--- src/rtl/pattern_seq_pkg.sv ---
package pattern_seq_pkg;
  localparam int WORD_W = 32;

  typedef struct packed {
    logic [19:0] spare;
    logic [2:0]  rep;
    logic        wait_rdy;
    logic        last;
    logic        loop;
    logic        ta;
    logic        amux;
    logic [3:0]  ctl;
  } uword_t;

  typedef enum logic [2:0] {ST_IDLE, ST_LOAD, ST_RDBK, ST_RUN, ST_EXC} st_e;

  localparam logic [1:0] OP_NORM = 2'b00;
  localparam logic [1:0] OP_LOAD = 2'b01;
  localparam logic [1:0] OP_RDBK = 2'b10;
  localparam logic [1:0] OP_RUN  = 2'b11;

  localparam uword_t IDLE_WORD = '{spare: '0, rep: '0, wait_rdy: 1'b0, last: 1'b0,
                                   loop: 1'b0, ta: 1'b0, amux: 1'b0, ctl: 4'hF};
endpackage

--- src/rtl/pseq_ram.sv ---
module pseq_ram #(
  parameter int AW = 6,
  parameter int DW = 32
) (
  input  logic          clk_i,
  input  logic          we_i,
  input  logic [AW-1:0] waddr_i,
  input  logic [DW-1:0] wdata_i,
  input  logic [AW-1:0] raddr_a_i,
  output logic [DW-1:0] rdata_a_o,
  input  logic [AW-1:0] raddr_b_i,
  output logic [DW-1:0] rdata_b_o
);
  localparam int DEPTH = 1 << AW;

  logic [DW-1:0] mem_q [DEPTH];

  always_ff @(posedge clk_i) begin
    if (we_i) mem_q[waddr_i] <= wdata_i;
  end

  assign rdata_a_o = mem_q[raddr_a_i];
  assign rdata_b_o = mem_q[raddr_b_i];
endmodule

--- src/rtl/pseq_engine.sv ---
module pseq_engine
  import pattern_seq_pkg::*;
#(
  parameter int            AW       = 6,
  parameter logic [AW-1:0] EXC_BASE = 60
) (
  input  logic          clk_i,
  input  logic          rst_ni,
  input  logic          go_seq_i,
  input  logic          go_load_i,
  input  logic          go_rdbk_i,
  input  logic [AW-1:0] seq_addr_i,
  input  logic          sw_i,
  input  logic          wr_i,
  input  logic          bmto_i,
  input  logic          ext_rdy_i,
  output logic [AW-1:0] raddr_o,
  input  uword_t        word_i,
  output uword_t        cur_o,
  output logic          sw_o,
  output logic          wr_o,
  output logic          busy_o,
  output logic          ld_done_o,
  output logic          rb_done_o
);
  st_e           st_q;
  logic [AW-1:0] pc_q, nxt_pc;
  uword_t        cur_q;
  logic [2:0]    cnt_q, cnt_ld;
  logic          sw_q, wr_q;
  logic          exc_go, stall_rdy;

  assign exc_go    = (st_q == ST_RUN) && bmto_i;
  assign stall_rdy = cur_q.wait_rdy && !ext_rdy_i;
  assign cnt_ld    = word_i.loop ? word_i.rep : 3'd0;

  always_comb begin
    if (st_q == ST_IDLE) nxt_pc = seq_addr_i;
    else if (exc_go)     nxt_pc = EXC_BASE;
    else                 nxt_pc = pc_q + 1'b1;
  end
  assign raddr_o = nxt_pc;

  always_ff @(posedge clk_i or negedge rst_ni) begin
    if (!rst_ni) begin
      st_q  <= ST_IDLE;
      pc_q  <= '0;
      cur_q <= IDLE_WORD;
      cnt_q <= '0;
      sw_q  <= 1'b0;
      wr_q  <= 1'b0;
    end else begin
      unique case (st_q)
        ST_IDLE: begin
          if (go_seq_i) begin
            st_q  <= ST_RUN;
            pc_q  <= nxt_pc;
            cur_q <= word_i;
            cnt_q <= cnt_ld;
            sw_q  <= sw_i;
            wr_q  <= wr_i;
          end else if (go_load_i) begin
            st_q <= ST_LOAD;
          end else if (go_rdbk_i) begin
            st_q <= ST_RDBK;
          end
        end
        ST_LOAD, ST_RDBK: st_q <= ST_IDLE;
        default: begin
          if (exc_go) begin
            st_q  <= ST_EXC;
            pc_q  <= nxt_pc;
            cur_q <= word_i;
            cnt_q <= cnt_ld;
          end else if (cnt_q != 3'd0) begin
            cnt_q <= cnt_q - 3'd1;
          end else if (stall_rdy) begin
            cnt_q <= '0;
          end else if (cur_q.last) begin
            st_q  <= ST_IDLE;
            cur_q <= IDLE_WORD;
            sw_q  <= 1'b0;
            wr_q  <= 1'b0;
          end else begin
            pc_q  <= nxt_pc;
            cur_q <= word_i;
            cnt_q <= cnt_ld;
          end
        end
      endcase
    end
  end

  assign cur_o     = cur_q;
  assign sw_o      = sw_q;
  assign wr_o      = wr_q;
  assign busy_o    = (st_q != ST_IDLE);
  assign ld_done_o = (st_q == ST_LOAD);
  assign rb_done_o = (st_q == ST_RDBK);


  dummy_one_cycle_chk: assert property (@(posedge clk_i) disable iff (!rst_ni)
    (st_q == ST_LOAD || st_q == ST_RDBK) |=> st_q == ST_IDLE);

  last_stop_chk: assert property (@(posedge clk_i) disable iff (!rst_ni)
    ((st_q == ST_RUN || st_q == ST_EXC) && cur_q.last && cnt_q == 3'd0 && !stall_rdy && !exc_go)
    |=> st_q == ST_IDLE);

  wait_hold_chk: assert property (@(posedge clk_i) disable iff (!rst_ni)
    ((st_q == ST_RUN || st_q == ST_EXC) && cnt_q == 3'd0 && stall_rdy && !exc_go)
    |=> $stable(pc_q) && $stable(st_q));

  exc_entry_chk: assert property (@(posedge clk_i) disable iff (!rst_ni)
    (st_q == ST_RUN && bmto_i) |=> (st_q == ST_EXC && pc_q == EXC_BASE));
endmodule

--- src/rtl/pattern_seq.sv ---
module pattern_seq
  import pattern_seq_pkg::*;
#(
  parameter int            AW       = 6,
  parameter logic [AW-1:0] RD1_BASE = 0,
  parameter logic [AW-1:0] RDB_BASE = 8,
  parameter logic [AW-1:0] WR1_BASE = 24,
  parameter logic [AW-1:0] WRB_BASE = 32,
  parameter logic [AW-1:0] EXC_BASE = 60
) (
  input  logic              clk_i,
  input  logic              rst_ni,
  input  logic              cfg_we_i,
  input  logic              cfg_sel_i,
  input  logic [WORD_W-1:0] cfg_wdata_i,
  output logic              cfg_ready_o,
  output logic [AW+1:0]     mode_o,
  output logic [WORD_W-1:0] data_o,
  input  logic              acc_req_i,
  input  logic              acc_wr_i,
  input  logic              acc_burst_i,
  input  logic              bmto_i,
  input  logic              ext_rdy_i,
  output logic [3:0]        ctl_o,
  output logic              amux_o,
  output logic              ta_o,
  output logic              bus_oe_o,
  output logic              busy_o
);
  logic [1:0]        op_q;
  logic [AW-1:0]     mad_q, seq_addr, raddr_a;
  logic [WORD_W-1:0] mdr_q, rdata_a, rdata_b;
  logic              busy, ld_done, rb_done, sw, wr;
  logic              acc_ok, go_seq, go_load, go_rdbk;
  uword_t            cur;

  assign acc_ok  = acc_req_i && !busy;
  assign go_load = acc_ok && (op_q == OP_LOAD) && acc_wr_i;
  assign go_rdbk = acc_ok && (op_q == OP_RDBK) && !acc_wr_i;
  assign go_seq  = acc_ok && ((op_q == OP_RUN && acc_wr_i) || op_q == OP_NORM);

  always_comb begin
    unique case ({op_q == OP_RUN, acc_wr_i, acc_burst_i})
      3'b000:  seq_addr = RD1_BASE;
      3'b001:  seq_addr = RDB_BASE;
      3'b010:  seq_addr = WR1_BASE;
      3'b011:  seq_addr = WRB_BASE;
      default: seq_addr = mad_q;
    endcase
  end

  always_ff @(posedge clk_i or negedge rst_ni) begin
    if (!rst_ni) begin
      op_q  <= OP_NORM;
      mad_q <= '0;
      mdr_q <= '0;
    end else begin
      if (cfg_we_i && !busy) begin
        if (cfg_sel_i) mdr_q <= cfg_wdata_i;
        else           {op_q, mad_q} <= cfg_wdata_i[AW+1:0];
      end
      if (ld_done || rb_done) mad_q <= mad_q + 1'b1;
      if (rb_done)            mdr_q <= rdata_b;
    end
  end

  pseq_ram #(.AW(AW), .DW(WORD_W)) u_ram (
    .clk_i     (clk_i),
    .we_i      (ld_done),
    .waddr_i   (mad_q),
    .wdata_i   (mdr_q),
    .raddr_a_i (raddr_a),
    .rdata_a_o (rdata_a),
    .raddr_b_i (mad_q),
    .rdata_b_o (rdata_b)
  );

  pseq_engine #(.AW(AW), .EXC_BASE(EXC_BASE)) u_engine (
    .clk_i      (clk_i),
    .rst_ni     (rst_ni),
    .go_seq_i   (go_seq),
    .go_load_i  (go_load),
    .go_rdbk_i  (go_rdbk),
    .seq_addr_i (seq_addr),
    .sw_i       (op_q == OP_RUN),
    .wr_i       (acc_wr_i),
    .bmto_i     (bmto_i),
    .ext_rdy_i  (ext_rdy_i),
    .raddr_o    (raddr_a),
    .word_i     (uword_t'(rdata_a)),
    .cur_o      (cur),
    .sw_o       (sw),
    .wr_o       (wr),
    .busy_o     (busy),
    .ld_done_o  (ld_done),
    .rb_done_o  (rb_done)
  );

  assign cfg_ready_o = !busy;
  assign mode_o      = {op_q, mad_q};
  assign data_o      = mdr_q;
  assign ctl_o       = cur.ctl;
  assign amux_o      = cur.amux;
  assign ta_o        = cur.ta && !sw;
  assign bus_oe_o    = wr;
  assign busy_o      = busy;


  sw_ta_chk: assert property (@(posedge clk_i) disable iff (!rst_ni)
    sw |-> !ta_o);

  cfg_hold_chk: assert property (@(posedge clk_i) disable iff (!rst_ni)
    (busy && !rb_done) |=> $stable(mdr_q));

  idle_pins_chk: assert property (@(posedge clk_i) disable iff (!rst_ni)
    !busy_o |-> (ctl_o == 4'hF && !ta_o && !bus_oe_o));
endmodule

--- config.mk ---
export PLATFORM = sky130hd
export DESIGN_NAME = pattern_seq
export DESIGN_NICKNAME = d
export VERILOG_FILES = /design/src/rtl/pattern_seq_pkg.sv /design/src/rtl/pseq_ram.sv /design/src/rtl/pseq_engine.sv /design/src/rtl/pattern_seq.sv
export SDC_FILE = /design/constraint.sdc
export NUM_CORES = 2
export LEC_CHECK = 0
export BUFFER_PORTS_ARGS = -buffer_cell sky130_fd_sc_hd__buf_4
export CAP_MARGIN = 10
export CORE_ASPECT_RATIO = 0.7
export CORE_UTILIZATION = 55
export CTS_CLUSTER_DIAMETER = 200
export DETAILED_ROUTE_END_ITERATION = 10
export MAX_ROUTING_LAYER = met4
export PLACE_DENSITY = 0.74
export SLEW_MARGIN = 5
export SYNTH_ARGS = -nofsm -noshare
export SYNTH_HDL_FRONTEND = slang
export SYNTH_SLANG_ARGS = --single-unit
--- constraint.sdc ---
create_clock -name clk_i -period 4.2 [get_ports clk_i]
set_input_delay 0.21 -clock clk_i [delete_from_list [all_inputs] [get_ports clk_i]]
set_output_delay 0.21 -clock clk_i [all_outputs]
set_load 0.01 [all_outputs]
==> impl_metrics.env <==
export IMPL_slew_headroom_pct=10.8
export IMPL_netlist_instances=5955
export IMPL_syn_avg_cell_area_um2=14.5
export IMPL_gp_routability_congestion=1.03
export IMPL_rrSetupSlack_ps=120
export IMPL_synthFlopType="edfxtp_1"
export IMPL_first_pass_iters=7
export IMPL_synthesis_nets=6000
export IMPL_grt_pass1_vias=58578
export IMPL_clockBufferDepth=3
export IMPL_grt_start_max_net_pins=80
export IMPL_core_area_um2=156000
export IMPL_grt_total_usage_pct=38.4
export IMPL_intPower_uw=45700
export IMPL_routed_wl_mm=300
export IMPL_port_buffer_count=89
export IMPL_p_sw_share_pct=40.3
export IMPL_crit_top_cell="buf_4"
export IMPL_crit_chain="or3_1 > inv_4 > nor3_4 > nor2_8 > buf_4 > nand2_1 > a31oi_1 > a32oi_1 > and3_1 > o31ai_1 > buf_4 > a32o_1"
export IMPL_power_frac_seq_pct=38.2
export IMPL_period_needed_ps=4080
export IMPL_synth_edf_count=2048
export IMPL_power_leakage_uw=0.0322
export IMPL_synth_area_um2=86300
export IMPL_r2r_end="u_engine.cur_o[4]"
export IMPL_reg2regPathDepth=12
export IMPL_grtUsageMet1_pct=53.0
export IMPL_placed_cell_area_um2=92100
export IMPL_setup_violations=0
export IMPL_die_w_um=476
export IMPL_yosys_warnings=0
export IMPL_ios=90
export IMPL_nNetsFinal=6241
export IMPL_status="finished, final reports clean"
export IMPL_grt_use_met2_pct=51.6
export IMPL_path_clk_slew_ps=70
export IMPL_drtIter0Drc=13013
export IMPL_worst_pin_slew_ps=1340
export IMPL_fin_area_um2=99200
export IMPL_wl_per_cell_um=35.4
export IMPL_crit_slowest_cell="nor2_8"
export IMPL_reg2reg_from="u_engine.st_q[2]"
export IMPL_vias=62425
export IMPL_critPathKind="reg2reg"
export IMPL_whs_path_depth=4
export IMPL_layout_drive_gt1_share_pct=15.7
export IMPL_cts_sinks=2110
export IMPL_htreeDepth=4
export IMPL_cts_made_buffers=186
export IMPL_finalCritPeriodShare_pct=97.1
export IMPL_clock_latency_ps=870
export IMPL_crit_arrival_ps=4840
export IMPL_busiest_layer="met1"
export IMPL_slew_viol_final=0
export IMPL_start_util_pct=55.5
export IMPL_peakVddDrop_mv=0.685
export IMPL_clock_skew_ps=59.3
export IMPL_p_sw_uw=30900
export IMPL_min_to="data_o[6]"
export IMPL_final_hold_viol_count=0
export IMPL_rows=121
export IMPL_final_setup_tns_ps=0
export IMPL_cp_end_kind="flop"
export IMPL_syn_to_final_growth_pct=14.9
export IMPL_ant_nets=0
export IMPL_p_per_area_nw_per_um2=772
export IMPL_use_met3_pct=12.3
export IMPL_netlist_cell_type_count=86
export IMPL_fmax_ghz=0.245
export IMPL_antenna_found_initial=11
export IMPL_cp_max_fo=31
export IMPL_cts_tree="built"
export IMPL_synthArstFlopShare_pct=2.94
export IMPL_cp_slowest_stage_delay_ps=640
export IMPL_die_h_um=334
export IMPL_hpwlAfterDp_mm=175
export IMPL_p_clk_share_pct=23.3
export IMPL_power_share_combinational_pct=38.5
export IMPL_viasPerCell=7.38
export IMPL_synth_seq_cells=2110
export IMPL_dieArea_um2=159000
export IMPL_start_kind="flop"
export IMPL_min_from="cfg_wdata_i[6]"
export IMPL_required_ps=4960
export IMPL_root_buffer="clkbuf_16"
export IMPL_rsz0062_at_grt="no"
export IMPL_drc=0
export IMPL_hold_class="in2reg"
export IMPL_grt_pass1_wl_mm=422
export IMPL_grt_ovfl_total=0
export IMPL_drv_cap=0
export IMPL_yosysSeqAreaShare_pct=73.0
final cells by class:
cell class / instances / area [µm²]
tap: 2091 / 2620
inverter: 8 / 32.5
sequential: 2110 / 63100
fill: 10899 / 56400
clock inverter: 133 / 1550
timing repair buffer: 530 / 5320
clock buffer: 216 / 4810
multi-input combinational: 3360 / 21700
antenna: 15 / 37.5
logic make-up after synthesis:
kind of cell / share of synthesized area (%)
adder cells (fa/ha/maj): 0.0580
AND/OR/NAND/NOR: 7.79
XOR/XNOR: 0.0609
buffers and inverters: 2.52
AO/OA/AOI/OAI: 14.4
flip-flops: 73.0
multiplexers: 2.12
state kept, by name, summed over array words and instances (netlist names):
signal,count
u_engine.pc_q,6
u_engine.st_q,3
u_ram.mem_q,2048
u_engine.sw_o,1
mad_q,6
u_engine.wr_o,1
u_engine.cur_o,8
op_q,2
data_o,32
u_engine.cnt_q,3
worst max path at each step:
stage | from | endpoint | slack, ps | cells after the start
2_1_floorplan | mad_q[0] | u_ram.mem_q[63][0] | 160 | 8
6_report | u_engine.st_q[2] | u_engine.cur_o[4] | 120 | 12
5_1_grt | u_engine.st_q[2] | u_engine.cnt_q[0] | 6 | 11
3_3_place_gp | mad_q[0] | data_o[7] | 230 | 11
3_5_place_dp | u_engine.st_q[2] | u_engine.cur_o[3] | 200 | 12
4_1_cts | u_engine.st_q[2] | u_engine.cur_o[3] | 170 | 12
cells in the final DEF, fill, tap and decap left out, types with 131 or more instances in the layout:
cell       synthesis  routed
buf_4             30     380
a211oi_1         135     135
nand2_1          741     740
o21ai_0          132     131
a21oi_1          244     244
edfxtp_1        2048    2048
nand3_1          158     157
a221oi_1         149     149
clkbuf_16          0     187
nor2_1           205     138
and3_1           143     142
a22oi_1          560     560
Yosys cell counts, types with 13 or more instances:
cell type,count,share of area (%)
a22oi_1,560,4.9
nor2_1,205,0.89
nor4_1,13,0.094
buf_1,84,0.37
and3_1,143,1.0
o2111ai_1,14,0.14
nand4_1,102,0.74
buf_4,30,0.26
mux2i_1,68,0.79
mux4_2,21,0.55
dfrtp_1,58,1.7
a21oi_1,244,1.4
nor3_1,36,0.21
a31oi_1,122,0.88
a211oi_1,135,1.2
o21ai_0,132,0.77
o31ai_1,30,0.26
a221oi_1,149,1.5
o211ai_1,21,0.18
clkbuf_1,248,1.1
nor2b_1,14,0.10
a22o_1,110,1.1
nand3_1,158,0.92
mux2_2,60,0.78
a311oi_1,102,1.0
nand2_1,741,3.2
edfxtp_1,2048,71
buf_2,101,0.59
metrics by stage:
step                worst slack [ps]  hold slack, ps  instances  utilization (%)  total power, µW
finish                           123             239       8463             63.7            76600
global route                    6.15             257       8461             63.7            78400
CTS                              169             168       8442             63.7            75000
detailed placement               196             183       8038             59.2            57300
global placement                 232             184       8038             59.2            56800
floorplan                        155           -85.6       5955                -            44500
power by group through the flow:
| stage | logic [µW] | registers [µW] | clock network [µW] |
|---|---|---|---|
| 4_1_cts | 27800 | 29300 | 17800 |
| 5_1_grt | 30400 | 29400 | 18600 |
| 3_3_place_gp | 27200 | 29600 | 0 |
| 6_report | 29500 | 29200 | 17800 |
| 2_1_floorplan | 15800 | 28700 | 0 |
| 3_5_place_dp | 27500 | 29800 | 0 |
critical path: cells and delay by family, from the launching register on:
| family | cells | cell delay, ps |
|---|---|---|
| and+or+nand+nor | 5 | 1560 |
| DFF | 1 | 480 |
| AOI/OAI and AO/OA | 4 | 1060 |
| buffers and inverters | 3 | 870 |
per-layer routing:
metal / routed length, µm / vias to the layer above
met5: 0 / -
met4: 16200 / 0
met3: 53000 / 1089
met2: 124000 / 6496
met1: 106000 / 30408
li1: - / 24432
timing repair:
action,CTS,global route
hold buffers,55,0
resized for setup,0,3
buffers inserted,0,2
setup endpoints to repair,0,6
endpoints found under the hold margin,102,0
No activity file was read; power rests on OpenSTA's default activity.
